[src/rtl/shifted_alu_pkg.sv]
package shifted_alu_pkg;
   typedef enum logic [3:0] {
      OP_AND = 4'd0,  OP_EOR = 4'd1,  OP_SUB = 4'd2,  OP_RSB = 4'd3,
      OP_ADD = 4'd4,  OP_ADC = 4'd5,  OP_SBC = 4'd6,  OP_RSC = 4'd7,
      OP_TST = 4'd8,  OP_TEQ = 4'd9,  OP_CMP = 4'd10, OP_CMN = 4'd11,
      OP_ORR = 4'd12, OP_MOV = 4'd13, OP_BIC = 4'd14, OP_MVN = 4'd15
   } alu_op_e;

   typedef enum logic [1:0] {
      SH_LSL = 2'd0, SH_LSR = 2'd1, SH_ASR = 2'd2, SH_ROR = 2'd3
   } shift_kind_e;

   localparam int FLG_N = 3;
   localparam int FLG_Z = 2;
   localparam int FLG_C = 1;
   localparam int FLG_V = 0;

   function automatic logic op_is_compare(input logic [3:0] op);
      return op[3:2] == 2'b10;
   endfunction

   function automatic logic op_is_arith(input logic [3:0] op);
      return (op inside {4'd2, 4'd3, 4'd4, 4'd5, 4'd6, 4'd7, 4'd10, 4'd11});
   endfunction
endpackage

[src/rtl/shifted_alu_shifter.sv]
module shifted_alu_shifter #(
   parameter int DATA_W = 32,
   parameter int AMT_W  = 8,
   localparam int SHW   = $clog2(DATA_W)
) (
   input  logic [DATA_W-1:0] op_i,
   input  logic [AMT_W-1:0]  amt_i,
   input  logic [1:0]        kind_i,
   input  logic              rrx_i,
   input  logic              cin_i,
   output logic [DATA_W-1:0] out_o,
   output logic              cout_o
);
   import shifted_alu_pkg::*;

   localparam logic [AMT_W-1:0] W_AMT = AMT_W'(DATA_W);

   logic [DATA_W:0]          lsl_w;
   logic [DATA_W:0]          lsr_w;
   logic signed [DATA_W:0]   asr_w;
   logic [2*DATA_W-1:0]      ror_w;
   logic [AMT_W-1:0]         asr_amt;
   logic [SHW-1:0]           ror_amt;

   always_comb begin
      asr_amt = (amt_i >= W_AMT) ? W_AMT : amt_i;
      ror_amt = amt_i[SHW-1:0];
      lsl_w   = {1'b0, op_i} << amt_i;
      lsr_w   = {op_i, 1'b0} >> amt_i;
      asr_w   = $signed({op_i, 1'b0}) >>> asr_amt;
      ror_w   = {op_i, op_i} >> ror_amt;
   end

   always_comb begin
      out_o  = op_i;
      cout_o = cin_i;
      if (rrx_i) begin
         out_o  = {cin_i, op_i[DATA_W-1:1]};
         cout_o = op_i[0];
      end else if (amt_i != '0) begin
         unique case (shift_kind_e'(kind_i))
            SH_LSL: begin out_o = lsl_w[DATA_W-1:0]; cout_o = lsl_w[DATA_W]; end
            SH_LSR: begin out_o = lsr_w[DATA_W:1];   cout_o = lsr_w[0];      end
            SH_ASR: begin out_o = asr_w[DATA_W:1];   cout_o = asr_w[0];      end
            SH_ROR: begin out_o = ror_w[DATA_W-1:0]; cout_o = ror_w[DATA_W-1]; end
            default: begin out_o = op_i; cout_o = cin_i; end
         endcase
      end
   end
endmodule

[src/rtl/shifted_alu_adder.sv]
module shifted_alu_adder #(
   parameter int DATA_W = 32
) (
   input  logic [DATA_W-1:0] a_i,
   input  logic [DATA_W-1:0] b_i,
   input  logic              cin_i,
   output logic [DATA_W-1:0] sum_o,
   output logic              cout_o,
   output logic              ovf_o
);
   logic              c_msb;
   logic [DATA_W-2:0] lo_sum;
   logic              hi_sum;

   always_comb begin
      {c_msb, lo_sum} = {1'b0, a_i[DATA_W-2:0]} + {1'b0, b_i[DATA_W-2:0]}
                        + {{(DATA_W-1){1'b0}}, cin_i};
      {cout_o, hi_sum} = {1'b0, a_i[DATA_W-1]} + {1'b0, b_i[DATA_W-1]} + {1'b0, c_msb};
      sum_o = {hi_sum, lo_sum};
      ovf_o = c_msb ^ cout_o;
   end
endmodule

[src/rtl/shifted_alu.sv]
module shifted_alu #(
   parameter int DATA_W = 32,
   parameter int IMM_W  = 8,
   parameter int AMT_W  = 8,
   localparam int SHW   = $clog2(DATA_W)
) (
   input  logic [DATA_W-1:0] rn_i,
   input  logic [DATA_W-1:0] rm_i,
   input  logic [DATA_W-1:0] rs_i,
   input  logic [IMM_W-1:0]  imm_i,
   input  logic              use_imm_i,
   input  logic [SHW-1:0]    shamt_i,
   input  logic [1:0]        shift_kind_i,
   input  logic              shift_by_reg_i,
   input  logic [3:0]        opcode_i,
   input  logic              set_flags_i,
   input  logic [3:0]        flags_i,
   input  logic              cond_pass_i,
   output logic [DATA_W-1:0] result_o,
   output logic              rd_we_o,
   output logic [3:0]        flags_o
);
   import shifted_alu_pkg::*;

   if (DATA_W < 8 || (DATA_W & (DATA_W - 1)) != 0) begin : g_bad_width
      $error("shifted_alu: DATA_W must be a power of two of at least 8");
   end
   if (AMT_W <= SHW || AMT_W > DATA_W) begin : g_bad_amt
      $error("shifted_alu: AMT_W must exceed log2(DATA_W) and fit in DATA_W");
   end
   if (IMM_W < 1 || IMM_W > DATA_W) begin : g_bad_imm
      $error("shifted_alu: IMM_W out of range");
   end

   logic [AMT_W-1:0]  sh_amt;
   logic              sh_rrx;
   logic [DATA_W-1:0] sh_out;
   logic              sh_c;
   logic [DATA_W-1:0] op2;
   logic              op2_c;

   always_comb begin
      sh_amt = shift_by_reg_i ? rs_i[AMT_W-1:0] : AMT_W'(shamt_i);
      sh_rrx = !shift_by_reg_i && (shift_kind_i == SH_ROR) && (shamt_i == '0);
   end

   shifted_alu_shifter #(.DATA_W(DATA_W), .AMT_W(AMT_W)) u_shift (
      .op_i   (rm_i),
      .amt_i  (sh_amt),
      .kind_i (shift_kind_i),
      .rrx_i  (sh_rrx),
      .cin_i  (flags_i[FLG_C]),
      .out_o  (sh_out),
      .cout_o (sh_c)
   );

   always_comb begin
      op2   = use_imm_i ? DATA_W'(imm_i) : sh_out;
      op2_c = use_imm_i ? flags_i[FLG_C] : sh_c;
   end

   logic [DATA_W-1:0] add_a, add_b, add_sum;
   logic              add_cin, add_cout, add_ovf;
   logic [DATA_W-1:0] logic_res;
   logic              arith;

   always_comb begin
      add_a     = rn_i;
      add_b     = op2;
      add_cin   = 1'b0;
      logic_res = op2;
      unique case (alu_op_e'(opcode_i))
         OP_ADD, OP_CMN: begin add_cin = 1'b0; end
         OP_ADC:         begin add_cin = flags_i[FLG_C]; end
         OP_SUB, OP_CMP: begin add_b = ~op2; add_cin = 1'b1; end
         OP_SBC:         begin add_b = ~op2; add_cin = flags_i[FLG_C]; end
         OP_RSB:         begin add_a = op2; add_b = ~rn_i; add_cin = 1'b1; end
         OP_RSC:         begin add_a = op2; add_b = ~rn_i; add_cin = flags_i[FLG_C]; end
         OP_AND, OP_TST: logic_res = rn_i & op2;
         OP_EOR, OP_TEQ: logic_res = rn_i ^ op2;
         OP_ORR:         logic_res = rn_i | op2;
         OP_MOV:         logic_res = op2;
         OP_BIC:         logic_res = rn_i & ~op2;
         OP_MVN:         logic_res = ~op2;
         default:        logic_res = op2;
      endcase
   end

   shifted_alu_adder #(.DATA_W(DATA_W)) u_add (
      .a_i    (add_a),
      .b_i    (add_b),
      .cin_i  (add_cin),
      .sum_o  (add_sum),
      .cout_o (add_cout),
      .ovf_o  (add_ovf)
   );

   always_comb begin
      arith    = op_is_arith(opcode_i);
      result_o = arith ? add_sum : logic_res;
      rd_we_o  = cond_pass_i && !op_is_compare(opcode_i);
      flags_o  = flags_i;
      if (cond_pass_i && set_flags_i) begin
         flags_o[FLG_N] = result_o[DATA_W-1];
         flags_o[FLG_Z] = (result_o == '0);
         flags_o[FLG_C] = arith ? add_cout : op2_c;
         flags_o[FLG_V] = arith ? add_ovf : flags_i[FLG_V];
      end
   end
endmodule

[config.mk]
export PLATFORM = sky130hd
export DESIGN_NAME = shifted_alu
export DESIGN_NICKNAME = d
export VERILOG_FILES = /design/src/rtl/shifted_alu_pkg.sv /design/src/rtl/shifted_alu_shifter.sv /design/src/rtl/shifted_alu_adder.sv /design/src/rtl/shifted_alu.sv
export SDC_FILE = /design/constraint.sdc
export NUM_CORES = 1
export LEC_CHECK = 0
export BUFFER_PORTS_ARGS = -buffer_cell sky130_fd_sc_hd__buf_2
export CAP_MARGIN = 20
export CORE_MARGIN = 4
export CORE_UTILIZATION = 35
export DETAILED_ROUTE_END_ITERATION = 10
export PLACE_DENSITY = 0.52
export SLEW_MARGIN = 10
export SYNTH_ARGS = -nofsm -noshare
export SYNTH_HDL_FRONTEND = slang
export SYNTH_HIERARCHICAL = 1
export SYNTH_SLANG_ARGS = --single-unit
export TNS_END_PERCENT = 20
[constraint.sdc]
create_clock -name vclk -period 10.9
set_input_delay 1.09 -clock vclk [all_inputs]
set_output_delay 1.09 -clock vclk [all_outputs]
set_load 0.005 [all_outputs]
**Word level (Yosys, flattened, before mapping)**

Index checks and enable logic that the tools add are counted.

- $add $sub $neg: 4
- Magnitude comparators: 1
- Equal/unequal tests: 18
- Shift operators: 4
- Mux-type cells: 18
- Bitwise logic cells: 7
- Reduce and logical (&&, ||, !) cells: 18

Operators by type and width:

| kind | number |
|---|---|
| $mux W32 | 5 |
| $pmux W32 S5 | 1 |
| $pmux W32 S4 | 1 |
| $and A32 B32 Y32 | 2 |
| $not A32 Y32 | 2 |
| $pmux W32 S2 | 1 |
| $shr A64 B5 Y32 | 1 |
| $shl A32 B8 Y33 | 1 |
| $shr A33 B8 Y33 | 1 |
| $sshr A33 B8 Y33 | 1 |
| $add A31 B31 Y32 | 1 |
| $add A32 B1 Y32 | 1 |
| $logic_not A32 Y1 | 1 |
| $or A32 B32 Y32 | 1 |
| $xor A32 B32 Y32 | 1 |
| $eq A4 B4 Y1 const B | 7 |
| $eq A4 B3 Y1 const B | 4 |
| $mux W8 | 2 |
| $reduce_bool A8 Y1 | 2 |
| $reduce_or A3 Y1 | 3 |
| $eq A4 B2 Y1 const B | 2 |
| $ge A8 B6 Y1 const B | 1 |
| $eq A2 B2 Y1 const B | 3 |
| $reduce_or A2 Y1 | 3 |
| other kinds (14) | 22 |

- Register bits: 0
- Logic and storage cells: 70

**Longest topological paths before layout**

- Depth in word-level cells: 16
- Gate-level depth with buffers: 32
- Mapped depth without buffers: 27

**By module**

The synthesis kept the hierarchy.

By module, submodules not included:

| module | instances | cells each | area each (µm²) | sequential area each (µm²) |
|---|---|---|---|---|
| shifted_alu_shifter | 1 | 1,098 | 7,320.8 | 0.0 |
| shifted_alu | 1 | 633 | 4,062.6 | 0.0 |
| shifted_alu_adder | 1 | 271 | 1,861.8 | 0.0 |

**Least setup slack after synthesis**

No wires, ideal clock.

- Path kind: input-to-output
- From: in shift_by_reg_i
- To: out flags_o[2]
- Arrival time: 7.258 ns
- Data required time: 9.810 ns
- Setup slack: 2.552 ns
- Cell stages on the path: 28
- Buffers on the path: 3
- Cell sequence: clkbuf_1 > mux2_2 > buf_6 > buf_6 > mux2_1 > mux4_2 > mux2i_1 > mux2i_1 > a221oi_1 > o22ai_1 > mux2i_1 > o221ai_1 > inv_1 > fa_1 > inv_1 > fa_1 > a211oi_1 > o211ai_1 > o2111a_1 > o21a_1 > o311ai_0 > a21oi_1 > a221oi_1 > a21oi_1 > a221o_1 > or4_1 > nor4b_1 > a32o_1

- Elaborated cells between the ends (all ways): 30

RTL lines:

| what | RTL line | text |
|---|---|---|
| start, declared | shifted_alu.sv:14 | `input logic shift_by_reg_i,` |
| $mux W8 * | shifted_alu.sv:43 | `sh_amt = shift_by_reg_i ? rs_i[AMT_W-1:0] : AMT_W'(shamt_i);` |
| via sh_amt[1] | shifted_alu.sv:35 | `logic [AMT_W-1:0] sh_amt;` |
| $ge A8 B6 Y1 | shifted_alu_shifter.sv:26 | `asr_amt = (amt_i >= W_AMT) ? W_AMT : amt_i;` |
| $mux W8 | shifted_alu_shifter.sv:26 |  |
| $sshr A33 B8 Y33 | shifted_alu_shifter.sv:30 | `asr_w = $signed({op_i, 1'b0}) >>> asr_amt;` |
| $pmux W32 S4 | shifted_alu_shifter.sv:41 | `unique case (shift_kind_e'(kind_i))` |
| $mux W32 * | shifted_alu_shifter.sv:40 | `end else if (amt_i != '0) begin` |
| $mux W32 * | shifted_alu_shifter.sv:37 | `if (rrx_i) begin` |
| via sh_out[0] | shifted_alu.sv:37 | `logic [DATA_W-1:0] sh_out;` |
| (+3 left out) | n/a |  |
| via add_b[0] | shifted_alu.sv:62 | `logic [DATA_W-1:0] add_a, add_b, add_sum;` |
| $add A31 B31 Y32 * | shifted_alu_adder.sv:16 | `{c_msb, lo_sum} = {1'b0, a_i[DATA_W-2:0]} + {1'b0, b_i[DATA_W-2:0]}` |
| $add A32 B1 Y32 * | shifted_alu_adder.sv:17 | `+ {{(DATA_W-1){1'b0}}, cin_i};` |
| via add_sum[28] | shifted_alu.sv:62 |  |
| $mux W32 * | shifted_alu.sv:100 | `result_o = arith ? add_sum : logic_res;` |
| via result_o[28] | shifted_alu.sv:19 | `output logic [DATA_W-1:0] result_o,` |
| $logic_not A32 Y1 * | shifted_alu.sv:105 | `flags_o[FLG_Z] = (result_o == '0);` |
| $mux W4 * | shifted_alu.sv:103 | `if (cond_pass_i && set_flags_i) begin` |
| end, declared | shifted_alu.sv:21 | `output logic [3:0] flags_o` |

The timed path passes the listed nets; every way through them passes the cells marked *.

**Worst setup path after layout**

- From: in shift_by_reg_i
- To: out flags_o[2]

- Word-level cells in the longest chain between the ends: 16
- Elaborated cells between the ends (all ways): 30

Ends and longest elaborated chain:

| what | RTL line | text |
|---|---|---|
| $mux W8 * | shifted_alu.sv:43 |  |
| via sh_amt[1] | shifted_alu.sv:35 |  |
| $ge A8 B6 Y1 | shifted_alu_shifter.sv:26 |  |
| $mux W8 | shifted_alu_shifter.sv:26 |  |
| $sshr A33 B8 Y33 | shifted_alu_shifter.sv:30 |  |
| $pmux W32 S4 | shifted_alu_shifter.sv:41 |  |
| $mux W32 * | shifted_alu_shifter.sv:40 |  |
| $mux W32 * | shifted_alu_shifter.sv:37 |  |
| via sh_out[6] | shifted_alu.sv:37 |  |
| (+3 left out) | n/a |  |
| via add_b[6] | shifted_alu.sv:62 |  |
| $add A31 B31 Y32 * | shifted_alu_adder.sv:16 |  |
| $add A32 B1 Y32 * | shifted_alu_adder.sv:17 |  |
| $add A2 B1 Y2 * | shifted_alu_adder.sv:18 | `{cout_o, hi_sum} = {1'b0, a_i[DATA_W-1]} + {1'b0, b_i[DATA_W-1]} + {1'b0, c_msb};` |
| via add_sum[31] | shifted_alu.sv:62 |  |
| $mux W32 * | shifted_alu.sv:100 |  |
| $logic_not A32 Y1 * | shifted_alu.sv:105 |  |
| $mux W4 * | shifted_alu.sv:103 |  |

Marks and branches as above.

==> metrics <==
Tmin final 10.20 ns; Syn Area/Cell between 6 and 7 um2; post-synth top area cell mux2i_1; drt total wl 75,400 um; final setup vio count 0; Synth area leaders mux2i_1 (9.5%), a21oi_1 (6.1%), nand2_1 (6.0%); Tot GR Track Use between 30% and 40%; Die H 203 um; global placer's final weighted congestion 1.08; max-slew violations 0; first-pass GRT wire length between 100,000 and 150,000 um; DP HPWL ~57,000 um; WS Path Type primary input to output port; Worst EP arrival 9.11 ns; status finished, final reports clean; setup TNS 0 ns; clock buffer count 0; synthesized instance count 2,002; initial antenna violation count 4; Yosys cell types slightly below 100; Seq Cell Count 0; Reg area 0 um2; routed len/inst just over 30 um; Worst-Margin Slew between 1 and 1.5 ns; hold slack roughly 2.5 ns; PD cells 83.8 mW/mm2; area of the core roughly 0.037 mm2; Row Count 70; Fmax 0.0981 GHz; first-pass detailed-route iteration total 6; synthesized area approximately 0.013 mm2; # diodes 0; die area slightly above 0.04 mm2; Worst EP required 9.81 ns; vias 17,400; number of global-route vias before repair about 16,000; Initial DRC Count between 2,000 and 2,500; Starting Density 35.8%; post-synthesis sequential area ratio 0%; synthesis warning total 6; Crit. End Element output port; layout cells sized above 1 around 17%; Area Overhead vs Synth 6.48%; Routed Antenna Nets 0; Post-CTS Setup Inserts 0; CP Max Fanout 44; I/O pin count 160; worst hold path class primary input to output port; DR DRC count 0; PortBufs 136; Pleak 0.00578 uW; die width 203 um; Worst slew margin roughly 33%; post-CTS sizing 0; Filler cells a little over 4,000; CTS Hold Bufs 0; Nets 2,174; worst vdd ir between 50 and 60 uV; Vias/cell 6.98; gr ovfl total 0; RSZ-0062 raised after global routing false; largest net degree at the start of global routing around 100; max-cap violations 0; syn_nets ~2,200; Hold Fails Final Rpt 0; period utilization just over 90%; CP Launch Type primary input; Yosys top cell area share roughly a tenth
cell usage after synthesis (33+ instances only):
| cell type | instances |
|---|---|
| mux2_2 | 59 |
| nor2_1 | 160 |
| mux2i_1 | 126 |
| a211oi_1 | 33 |
| ha_1 | 62 |
| o22ai_1 | 39 |
| a21oi_1 | 161 |
| buf_2 | 54 |
| a221oi_1 | 38 |
| o221ai_1 | 64 |
| nand2_1 | 213 |
| nand2b_1 | 44 |
| nand3_1 | 33 |
| inv_1 | 81 |
| clkbuf_1 | 127 |
| o21ai_0 | 125 |
| nor3_1 | 64 |
report_power, final:
part           internal (uW)  leakage [uW]  switching [uW]
Sequential                 0             0               0
Clock                      0             0               0
Combinational            418       0.00578             764
Total                    418       0.00578             764
metrics by stage:
| step | setup slack, ns | cell area (um2) | std cells | utilization, % | power, uW |
|---|---|---|---|---|---|
| final | 0.704 | 14100 | 2488 | 38.2 | 1180 |
| after global routing | 0.389 | 14100 | 2488 | 38.2 | 1250 |
| after CTS | 0.995 | 14100 | 2487 | 38.1 | 1140 |
| after detailed placement | 1.00 | 14100 | 2487 | 38.1 | 1130 |
| after global placement | 1.17 | 14100 | 2487 | 38.1 | 1130 |
| after floorplan | 2.55 | 13200 | 2002 | - | 757 |
cells by family after synthesis:
| logic type | synth area share (%) |
|---|---|
| and+or+nand+nor | 23.4 |
| AOI/OAI and AO/OA | 38.1 |
| adders and majority gates | 6.31 |
| xor gates and xnor gates | 2.31 |
| buffers and inverters | 10.3 |
| muxes | 19.6 |
per-layer routing:
layer / routed length, um / vias up / GRT usage (%)
met5: 42 / - / 0
met4: 5050 / 6 / 17.2
met3: 7410 / 242 / 4.33
met2: 33600 / 1207 / 55.9
met1: 29300 / 8324 / 44.7
li1: - / 7594 / -
critical path, stage by stage:
cell       delay (ns)
buf_2            0.15
mux2_4           0.64
buf_12           0.32
mux2_2           0.45
o22ai_1          0.21
a221oi_1         0.19
mux2i_1          0.29
nor2_1           0.06
a2111oi_0        0.79
buf_4            0.25
o21ai_0          0.15
mux2i_2          0.39
o221ai_1         0.17
ha_1             0.40
o21a_1           0.18
o21a_4           0.15
o2111ai_1        0.32
a21oi_1          0.43
a21oi_1          0.23
fa_1             0.53
inv_1            0.04
a221oi_1         0.27
o21ai_0          0.30
or4_1            0.47
nor4b_1          0.27
a32o_1           0.20
buf_2            0.11
layout by cell type, fill, tap and decap left out, types with 14 or more instances in the layout:
cell type	instances
nand2_1	213
a21oi_1	161
nor2_1	160
buf_2	137
mux2i_1	126
o21ai_0	125
inv_1	81
buf_4	68
o221ai_1	64
nor3_1	63
ha_1	62
mux2_2	57
nand2b_1	44
o22ai_1	39
a221oi_1	38
a211oi_1	33
nand3_1	32
xnor2_1	31
a31oi_1	27
a22oi_1	23
mux4_2	22
o211ai_1	20
nor2b_1	18
o21ai_1	16
nand4_1	16
a221o_1	14
o31ai_1	14
worst paths after layout:
check	from	endpoint	slack, ns	cells past startpoint
worst max-delay path	shift_by_reg_i	flags_o[2]	0.70	27
worst min-delay path	flags_i[2]	flags_o[2]	2.47	3
cell type report:
cell class,instances,area (um2),share of cell area (%)
Multi-Input combinational cell,1692,11900,84.5
Tap cell,504,631,4.47
Timing Repair Buffer,207,1240,8.77
Inverter,85,319,2.26
(Power assumes the default switching activity.)
